**src/rtl/periphGuardPkg.sv**
```systemverilog
package periphGuardPkg;
  localparam int MASK_W    = 8;
  localparam int DATA_W    = 32;
  localparam int HOST_IDX  = 2;
  localparam int SPARE_IDX = 4;
  localparam int RSVD_IDX  = 7;

  typedef struct packed {
    logic wrOpen;
    logic wrBlock;
    logic rdEn;
    logic rdSel;
  } guardStrobe_t;
endpackage

```
**src/rtl/periphGuardCtrl.sv**
```systemverilog
module periphGuardCtrl
  import periphGuardPkg::*;
#(
  parameter int MW    = MASK_W,
  parameter int HOST  = HOST_IDX,
  localparam int IW   = $clog2(MW)
) (
  input  logic          clk,
  input  logic          porRstN,
  input  logic          accValid,
  input  logic          accSecure,
  input  logic [IW-1:0] accTarget,
  input  logic          accWrite,
  input  logic          accRegSel,
  input  logic [MW-1:0] openMask,
  input  logic [MW-1:0] blockMask,
  output logic          accGrant,
  output logic          accError,
  output guardStrobe_t  strobe
);
  logic permit;
  logic hostHit;
  logic hostGrant;

  always_comb begin
    if (accSecure) permit = ~blockMask[accTarget];
    else           permit = openMask[accTarget];
  end

  assign hostHit   = (accTarget == IW'(HOST));
  assign accGrant  = accValid & permit;
  assign accError  = accValid & ~permit;
  assign hostGrant = accGrant & hostHit;

  always_comb begin
    strobe.wrOpen  = hostGrant & accWrite & ~accRegSel;
    strobe.wrBlock = hostGrant & accWrite & accRegSel;
    strobe.rdEn    = hostGrant & ~accWrite;
    strobe.rdSel   = accRegSel;
  end


  resp_onehot_chk: assert property (@(posedge clk) disable iff (!porRstN)
    accValid |-> (accGrant ^ accError));

  idle_quiet_chk: assert property (@(posedge clk) disable iff (!porRstN)
    !accValid |-> (!accGrant && !accError));

  wr_needs_grant_chk: assert property (@(posedge clk) disable iff (!porRstN)
    (strobe.wrOpen || strobe.wrBlock) |-> (accGrant && hostHit && accWrite));

  denied_write_chk: assert property (@(posedge clk) disable iff (!porRstN)
    accError |=> ($stable(openMask) && $stable(blockMask)));

  shut_off_chk: assert property (@(posedge clk) disable iff (!porRstN)
    (accValid && blockMask[accTarget] && !openMask[accTarget]) |-> accError);
endmodule

```
**src/rtl/periphGuardDp.sv**
```systemverilog
module periphGuardDp
  import periphGuardPkg::*;
#(
  parameter int MW    = MASK_W,
  parameter int DW    = DATA_W,
  parameter int HOST  = HOST_IDX,
  parameter int SPARE = SPARE_IDX,
  parameter int RSVD  = RSVD_IDX,
  localparam int PAD_W = DW - MW
) (
  input  logic          clk,
  input  logic          porRstN,
  input  logic [MW-1:0] initOpen,
  input  logic [MW-1:0] initBlock,
  input  logic [MW-1:0] wrData,
  input  guardStrobe_t  strobe,
  output logic [MW-1:0] openMask,
  output logic [MW-1:0] blockMask,
  output logic [DW-1:0] rdData
);
  logic unusedDpBits;
  assign unusedDpBits = ^{initOpen[SPARE], initOpen[RSVD],
                          initBlock[SPARE], initBlock[RSVD], wrData[RSVD]};

  for (genvar b = 0; b < MW; b++) begin : g_bit
    if (b == RSVD) begin : g_ro
      assign openMask[b]  = 1'b1;
      assign blockMask[b] = 1'b0;
    end else if (b == SPARE) begin : g_fixed
      always_ff @(posedge clk) begin
        if (!porRstN) begin
          openMask[b]  <= 1'b1;
          blockMask[b] <= 1'b0;
        end else begin
          if (strobe.wrOpen)  openMask[b]  <= wrData[b];
          if (strobe.wrBlock) blockMask[b] <= wrData[b];
        end
      end
    end else begin : g_init
      always_ff @(posedge clk) begin
        if (!porRstN) begin
          openMask[b]  <= initOpen[b];
          blockMask[b] <= initBlock[b];
        end else begin
          if (strobe.wrOpen)  openMask[b]  <= wrData[b];
          if (strobe.wrBlock) blockMask[b] <= wrData[b];
        end
      end
    end
  end

  always_comb begin
    rdData = '0;
    if (strobe.rdEn) rdData = {{PAD_W{1'b0}}, (strobe.rdSel ? blockMask : openMask)};
  end


  lock_hold_chk: assert property (@(posedge clk) disable iff (!porRstN)
    (blockMask[HOST] && !openMask[HOST]) |=> ($stable(openMask) && $stable(blockMask)));
endmodule

```
**src/rtl/periphGuard.sv**
```systemverilog
module periphGuard
  import periphGuardPkg::*;
#(
  parameter int MW   = MASK_W,
  parameter int DW   = DATA_W,
  parameter int HOST = HOST_IDX,
  localparam int IW  = $clog2(MW)
) (
  input  logic          clk,
  input  logic          porRstN,
  input  logic [MW-1:0] initOpen,
  input  logic [MW-1:0] initBlock,
  input  logic          accValid,
  input  logic          accSecure,
  input  logic [IW-1:0] accTarget,
  input  logic          accWrite,
  input  logic          accRegSel,
  input  logic [DW-1:0] accWdata,
  output logic          accGrant,
  output logic          accError,
  output logic [DW-1:0] accRdata
);
  guardStrobe_t  strobe;
  logic [MW-1:0] openMask;
  logic [MW-1:0] blockMask;
  logic          unusedWdataHi;

  assign unusedWdataHi = ^accWdata[DW-1:MW];

  periphGuardCtrl #(.MW(MW), .HOST(HOST)) u_ctrl (
    .clk(clk), .porRstN(porRstN), .accValid(accValid), .accSecure(accSecure),
    .accTarget(accTarget), .accWrite(accWrite), .accRegSel(accRegSel),
    .openMask(openMask), .blockMask(blockMask),
    .accGrant(accGrant), .accError(accError), .strobe(strobe)
  );

  periphGuardDp #(.MW(MW), .DW(DW), .HOST(HOST)) u_dp (
    .clk(clk), .porRstN(porRstN), .initOpen(initOpen), .initBlock(initBlock),
    .wrData(accWdata[MW-1:0]), .strobe(strobe),
    .openMask(openMask), .blockMask(blockMask), .rdData(accRdata)
  );
endmodule

```
**config.mk**
```make
export PLATFORM = sky130hd
export DESIGN_NAME = periphGuard
export DESIGN_NICKNAME = d
export VERILOG_FILES = /design/src/rtl/periphGuardPkg.sv /design/src/rtl/periphGuardCtrl.sv /design/src/rtl/periphGuardDp.sv /design/src/rtl/periphGuard.sv
export SDC_FILE = /design/constraint.sdc
export NUM_CORES = 1
export LEC_CHECK = 0
export ABC_CLOCK_PERIOD_IN_PS = 2100
export BUFFER_PORTS_ARGS = -buffer_cell sky130_fd_sc_hd__buf_4
export CAP_MARGIN = 20
export CORE_MARGIN = 1.5
export CORE_UTILIZATION = 35
export DETAILED_ROUTE_END_ITERATION = 16
export PLACE_DENSITY = 0.73
export RECOVER_POWER = 25
export SKIP_LAST_GASP = 1
export SLEW_MARGIN = 20
export SYNTH_ARGS = -nofsm -noshare
export SYNTH_HDL_FRONTEND = slang
export SYNTH_SLANG_ARGS = --single-unit
```
**constraint.sdc**
```tcl
create_clock -name clk -period 2.1 [get_ports clk]
set_input_delay 0.105 -clock clk [delete_from_list [all_inputs] [get_ports clk]]
set_output_delay 0.105 -clock clk [all_outputs]
set_load 0.02 [all_outputs]
```
==> results of run 1 <==
## per-stage QoR
| stage | hold slack, ps | area [um^2] | cells | util [%] |
|---|---|---|---|---|
| finish | 99.7 | 1370 | 202 | 44.9 |
| CTS | 84.6 | 1360 | 202 | 44.5 |
| global route | 95.0 | 1370 | 202 | 44.9 |
| detailed placement | 380 | 1330 | 198 | 43.7 |
| floorplan | 244 | 1200 | 145 | - |
| global placement | 380 | 1330 | 198 | 43.7 |
## cell type report
cell class                      count  share of cell area (%)
Clock buffer                        4                    1.92
Inverter                           13                    3.56
Multi-Input combinational cell     90                    41.3
Sequential cell                    14                    29.2
Tap cell                           44                    4.02
Timing Repair Buffer               37                    20.0
## layout by cell type (no fill, tap or decap), types with 3 or more instances in the layout
master and instances:
nor2b_1 3, inv_1 13, edfxtp_1 12, o21ai_0 12, buf_4 36, conb_1 24
nor2_1 11, nand2_1 12, clkbuf_4 3, mux2i_1 12
## sequential cells by signal (all words and copies together) (netlist names)
signal / flops
u_dp.blockMask: 7
u_dp.openMask: 7
## worst register-to-register path, stage by stage (launching register included)
cell	delay, ps
edfxtp_1	400
mux2_4	290
a221oi_4	400
nand3_1	190
nand2_1	290
## path summary, 6_finish.rpt
| kind | startpoint | end | cells past startpoint |
|---|---|---|---|
| worst min-delay path | accWdata[4] | u_dp.blockMask[4] | 3 |
| worst max register to register | u_dp.blockMask[0] | u_dp.blockMask[5] | 4 |
| worst max-delay path | u_dp.blockMask[0] | accRdata[1] | 5 |
| worst min register to register | u_dp.blockMask[4] | u_dp.blockMask[4] | 2 |
## metal layers
metal | share of wire, % | GRT usage [%]
met1 | 37 | 13.3
met2 | 52 | 23.4
met3 | 7.8 | 0.873
met4 | 3.0 | 9.52
met5 | 0 | 0
## repair_timing
action,4_1_cts,5_1_grt
resized for setup,0,2
hold buffers,0,0
setup endpoints to repair,0,7
buffers inserted,0,0
## synthesized netlist by cell type, types with 2 or more instances
master    number  area share [%]
buf_4         24              16
clkbuf_1       2            0.67
dfxtp_1        2             3.6
edfxtp_1      12              32
inv_1         13             4.4
mux2_4         2             2.7
mux2i_1       12              11
nand2_1       12             4.0
nand3_1        2            0.90
nor2_1        11             3.7
nor2b_1        3             1.7
o21ai_0       12             5.4
## power groups by stage
| stage | combinational (uW) | clock [uW] | sequential, uW |
|---|---|---|---|
| after floorplan | 158 | 0 | 342 |
| after global placement | 180 | 0 | 344 |
| after detailed placement | 185 | 0 | 346 |
| after CTS | 186 | 162 | 340 |
| after global routing | 208 | 174 | 342 |
| final | 189 | 154 | 339 |
## cell families after synthesis
kind of cell	Yosys count	synth area share, %
flops	14	35.8
mux	15	15.5
other cells	1	0.336
buf+inv	41	22.5
simple gates	34	15.0
compound gates	17	10.9
==> impl_metrics.json, run 1 <==
{
  "cts_tree": "built",
  "io_pins": 91,
  "fin_nets": 216,
  "yosys_warnings": 0,
  "syn_area_per_cell_um2": 9.16,
  "cpPeakStageDelay_ps": 400,
  "fmax_ghz": 0.501,
  "p_switching_uw": 201,
  "critical_path_required_ps": 2000,
  "clock_skew_ps": 8.22,
  "synth.ff_latch_count": 14,
  "drv_slew": 0,
  "worst_pin_slew_ps": 804,
  "drc": 0,
  "finalCritPeriodShare_pct": 95.0,
  "syn_area_um2": 1120,
  "p_int_uw": 482,
  "peakVddDrop_uv": 173,
  "worst_slack_ps": 105,
  "vias": 851,
  "crit_type": "flop to output pin",
  "cp_slowest_cell": "edfxtp_1",
  "multiInputGateArea_um2": 566,
  "max-cap-violations": 0,
  "area_growth_pct": 22.6,
  "status": "finished, final reports clean",
  "switching_share_pct": 29.5,
  "grt_antenna_before_repair": 0,
  "die_x_um": 59.5,
  "path_clk_slew_ps": 90,
  "clockBufferDepth": 2,
  "htree_levels": 1,
  "drive_gt1_share_pct": 29.1,
  "hpwlAfterDp_um": 1780,
  "synth.distinct_cells": 27,
  "clock-sinks": 14,
  "routed_wl_um": 2200,
  "first_iter_violations": 25,
  "power_uw": 683,
  "min_path_type": "input pin to flop",
  "antenna_cells": 0,
  "core_area_um2": 3050,
  "cellPowerDensity_nw_per_um2": 498,
  "grt_pass1_vias": 824,
  "hold_violations": 0,
  "antenna_left": 0,
  "critical_path.top_delay_family": "flip-flops",
  "place_congestion": 0.777,
  "syn_inst": 122,
  "dr.pass1.iters": 4,
  "fp.dieH_um": 59.5,
  "seq_power_share_pct": 49.7,
  "critPathCaptureType": "output pin",
  "grt_pass1_wl_um": 3310,
  "grt_usage_pct": 12.7,
  "nFillCells": 325,
  "p_leak_uw": 0.000673,
  "num_rows": 20,
  "synth_flop_cell": "edfxtp_1",
  "combPwrFrac_pct": 27.7,
  "maxSlewHeadroom_pct": 46.4,
  "numCtsBuffers": 3,
  "crit_chain": "mux2_4 -> a221oi_4 -> nand3_4 -> nor2_1 -> buf_4",
  "cp.arrival_ps": 1890,
  "synth_edf_count": 12,
  "path_buf_inv": 1,
  "viasPerCell": 4.21,
  "setup_violations": 0,
  "clock_latency_ps": 270,
  "period_minus_slack_ps": 1990,
  "place_ws_ps": 255,
  "grt_max_degree": 24,
  "synth_seq_area_share_pct": 35.8,
  "setup_tns_ps": 0,
  "die_area_um2": 3540,
  "clockPowerShare_pct": 22.6,
  "path_max_fanout": 8,
  "worstSetupStartpointType": "flop",
  "cts-root-buf": "clkbuf_4",
  "seq_area_um2": 400,
  "reg2reg_slack_ps": 210,
  "async_reset_ff_share_pct": 0,
  "numPortBuffers": 37,
  "start_util_pct": 36.6,
  "drt-wirelength-per-cell_um": 10.9,
  "grt.overflow.total": 0
}
Power figures use the tool's default switching activity.
==> inputs of run 2 (changes only) <==
CORE_UTILIZATION = 39   (was 35)
PLACE_DENSITY = 0.8   (was 0.73)
==> run 2 against run 1 <==
Against the previous run: critical endpoint is now accRdata[5]; cell count fell by 5.9%; largest cell class unchanged; non-clock buffer count rose by 1; total power rose by 0.27%; clock skew rose by 2.4 ps.
==> impl_metrics.json, run 2 (synthesis gave the netlist of run 1 again) <==
{
  "status": "finished, final reports clean",
  "setup_violations": 0,
  "grt_max_degree": 24,
  "antenna_cells": 0,
  "p_leak_uw": 0.000678,
  "area_growth_pct": 21.8,
  "seq_power_share_pct": 49.5,
  "post-route-util_pct": 49.8,
  "final_cells": 190,
  "place_ws_ps": 254,
  "final_common_cell": "buf_4",
  "grt_pass1_wl_um": 3550,
  "reg2reg_depth": 5,
  "worst_pin_slew_ps": 817,
  "hpwlAfterDp_um": 1750,
  "max-cap-violations": 0,
  "nFillCells": 271,
  "vias": 887,
  "p_switching_uw": 201,
  "finalCritPeriodShare_pct": 95.7,
  "grt_usage_pct": 14.6,
  "holdPathEnd": "u_dp.blockMask[3]",
  "mostFrequentLayoutCells": "37 x buf_4, 24 x conb_1, 13 x inv_1",
  "die_x_um": 56.5,
  "cp_slowest_cell": "edfxtp_1",
  "drc": 0,
  "clockPowerShare_pct": 22.4,
  "start_util_pct": 40.9,
  "clock-sinks": 14,
  "antenna_left": 0,
  "switching_share_pct": 29.4,
  "htree_levels": 1,
  "clockBufferDepth": 2,
  "drive_gt1_share_pct": 29.6,
  "first_iter_violations": 36,
  "maxSlewHeadroom_pct": 45.6,
  "numCtsBuffers": 3,
  "grt.overflow.total": 0,
  "cts_tree": "built",
  "core_area_um2": 2730,
  "period_minus_slack_ps": 2010,
  "peakVddDrop_uv": 251,
  "cts-root-buf": "clkbuf_4",
  "cellPowerDensity_nw_per_um2": 503,
  "ctsHoldBuffers": 0,
  "cp.arrival_ps": 1910,
  "worstReg2RegStart": "u_dp.blockMask[0]",
  "crit_chain": "mux2_4 -> a221oi_4 -> nand3_4 -> nor2_1 -> buf_4",
  "min-delay-start": "accWdata[3]",
  "fp.dieH_um": 56.5,
  "clock_latency_ps": 280,
  "combPwrFrac_pct": 28.1,
  "critPathCaptureType": "output pin",
  "fmax_ghz": 0.497,
  "clock_skew_ps": 10.6,
  "die_area_um2": 3200,
  "grt_pass1_vias": 823,
  "worstSetupStartpointType": "flop",
  "fin_nets": 217,
  "grt_antenna_before_repair": 0,
  "dp.cells": 185,
  "reg.largest.list": "u_dp.blockMask (7), u_dp.openMask (7)",
  "path_clk_slew_ps": 80,
  "dr.pass1.iters": 4,
  "worst_slack_ps": 89.9,
  "drt-wirelength-per-cell_um": 11.5,
  "place_congestion": 0.752,
  "viasPerCell": 4.67,
  "routed_wl_um": 2180,
  "cpPeakStageDelay_ps": 390,
  "rr_endpoint": "u_dp.openMask[5]",
  "crit_type": "flop to output pin",
  "reg2reg_slack_ps": 150,
  "p_int_uw": 483,
  "min_path_type": "input pin to flop",
  "drv_slew": 0,
  "io_pins": 91,
  "hold_path_depth": 3,
  "path_max_fanout": 8,
  "num_rows": 19,
  "whs_ps": 120,
  "critical_path_required_ps": 2000,
  "hold_violations": 0,
  "numPortBuffers": 37
}
-- run 2: cell types whose count changed in the layout (fill, tap and decap cells not counted) --
| cell | before | now |
|---|---|---|
| buf_4 | 36 | 37 |
-- run 2: final cells by class --
| class | instances | area (um^2) | share of cell area [%] |
|---|---|---|---|
| Inverter | 13 | 48.8 | 3.58 |
| Tap cell | 31 | 38.8 | 2.85 |
| Sequential cell | 14 | 400 | 29.4 |
| Timing Repair Buffer | 38 | 282 | 20.7 |
| Multi-Input combinational cell | 90 | 566 | 41.5 |
| Clock buffer | 4 | 26.3 | 1.93 |
-- run 2: worst max-delay path by stage --
stage	from	to	slack, ps	depth (start not counted)
after floorplan	u_dp.blockMask[0]	u_dp.blockMask[0]	450	4
after global placement	u_dp.blockMask[0]	u_dp.blockMask[3]	310	4
after detailed placement	u_dp.blockMask[0]	u_dp.blockMask[3]	250	4
after CTS	u_dp.blockMask[0]	accRdata[5]	40	5
after global routing	u_dp.blockMask[2]	accRdata[5]	-2	5
final	u_dp.blockMask[0]	accRdata[5]	90	5
-- run 2: power by group through the flow --
stage / registers (uW) / logic [uW] / clock network, uW
finish: 339 / 192 / 154
global route: 343 / 209 / 171
CTS: 339 / 186 / 159
detailed placement: 345 / 185 / 0
global placement: 344 / 179 / 0
floorplan: 342 / 158 / 0
-- run 2: stage by stage --
step / instance area (um^2) / power (uW) / TNS (ps)
finish: 1360 / 685 / 0
global placement: 1320 / 523 / 0
floorplan: 1200 / 500 / 0
CTS: 1340 / 683 / 0
detailed placement: 1320 / 531 / 0
global route: 1360 / 723 / -2.04
-- run 2: timing repair --
item | 4_1_cts | 5_1_grt
resized for setup | 0 | 2
endpoints found under the setup margin | 0 | 8
buffers inserted | 0 | 1
-- run 2: metal layers --
layer  up-vias  global-route usage, %  share of wire, %
met2        49                   24.1                50
met5         -                      0                 0
met1       398                   17.5                39
met4         0                   9.86               2.3
li1        434                      -                 -
met3         6                   1.84               8.1
-- run 2: critical path, delay by kind of cell (launching register included) --
family	cells	cell delay [ps]
AOI/OAI and AO/OA	1	390
buffers and inverters	1	170
DFF	1	390
muxes	1	300
and+or+nand+nor	2	380
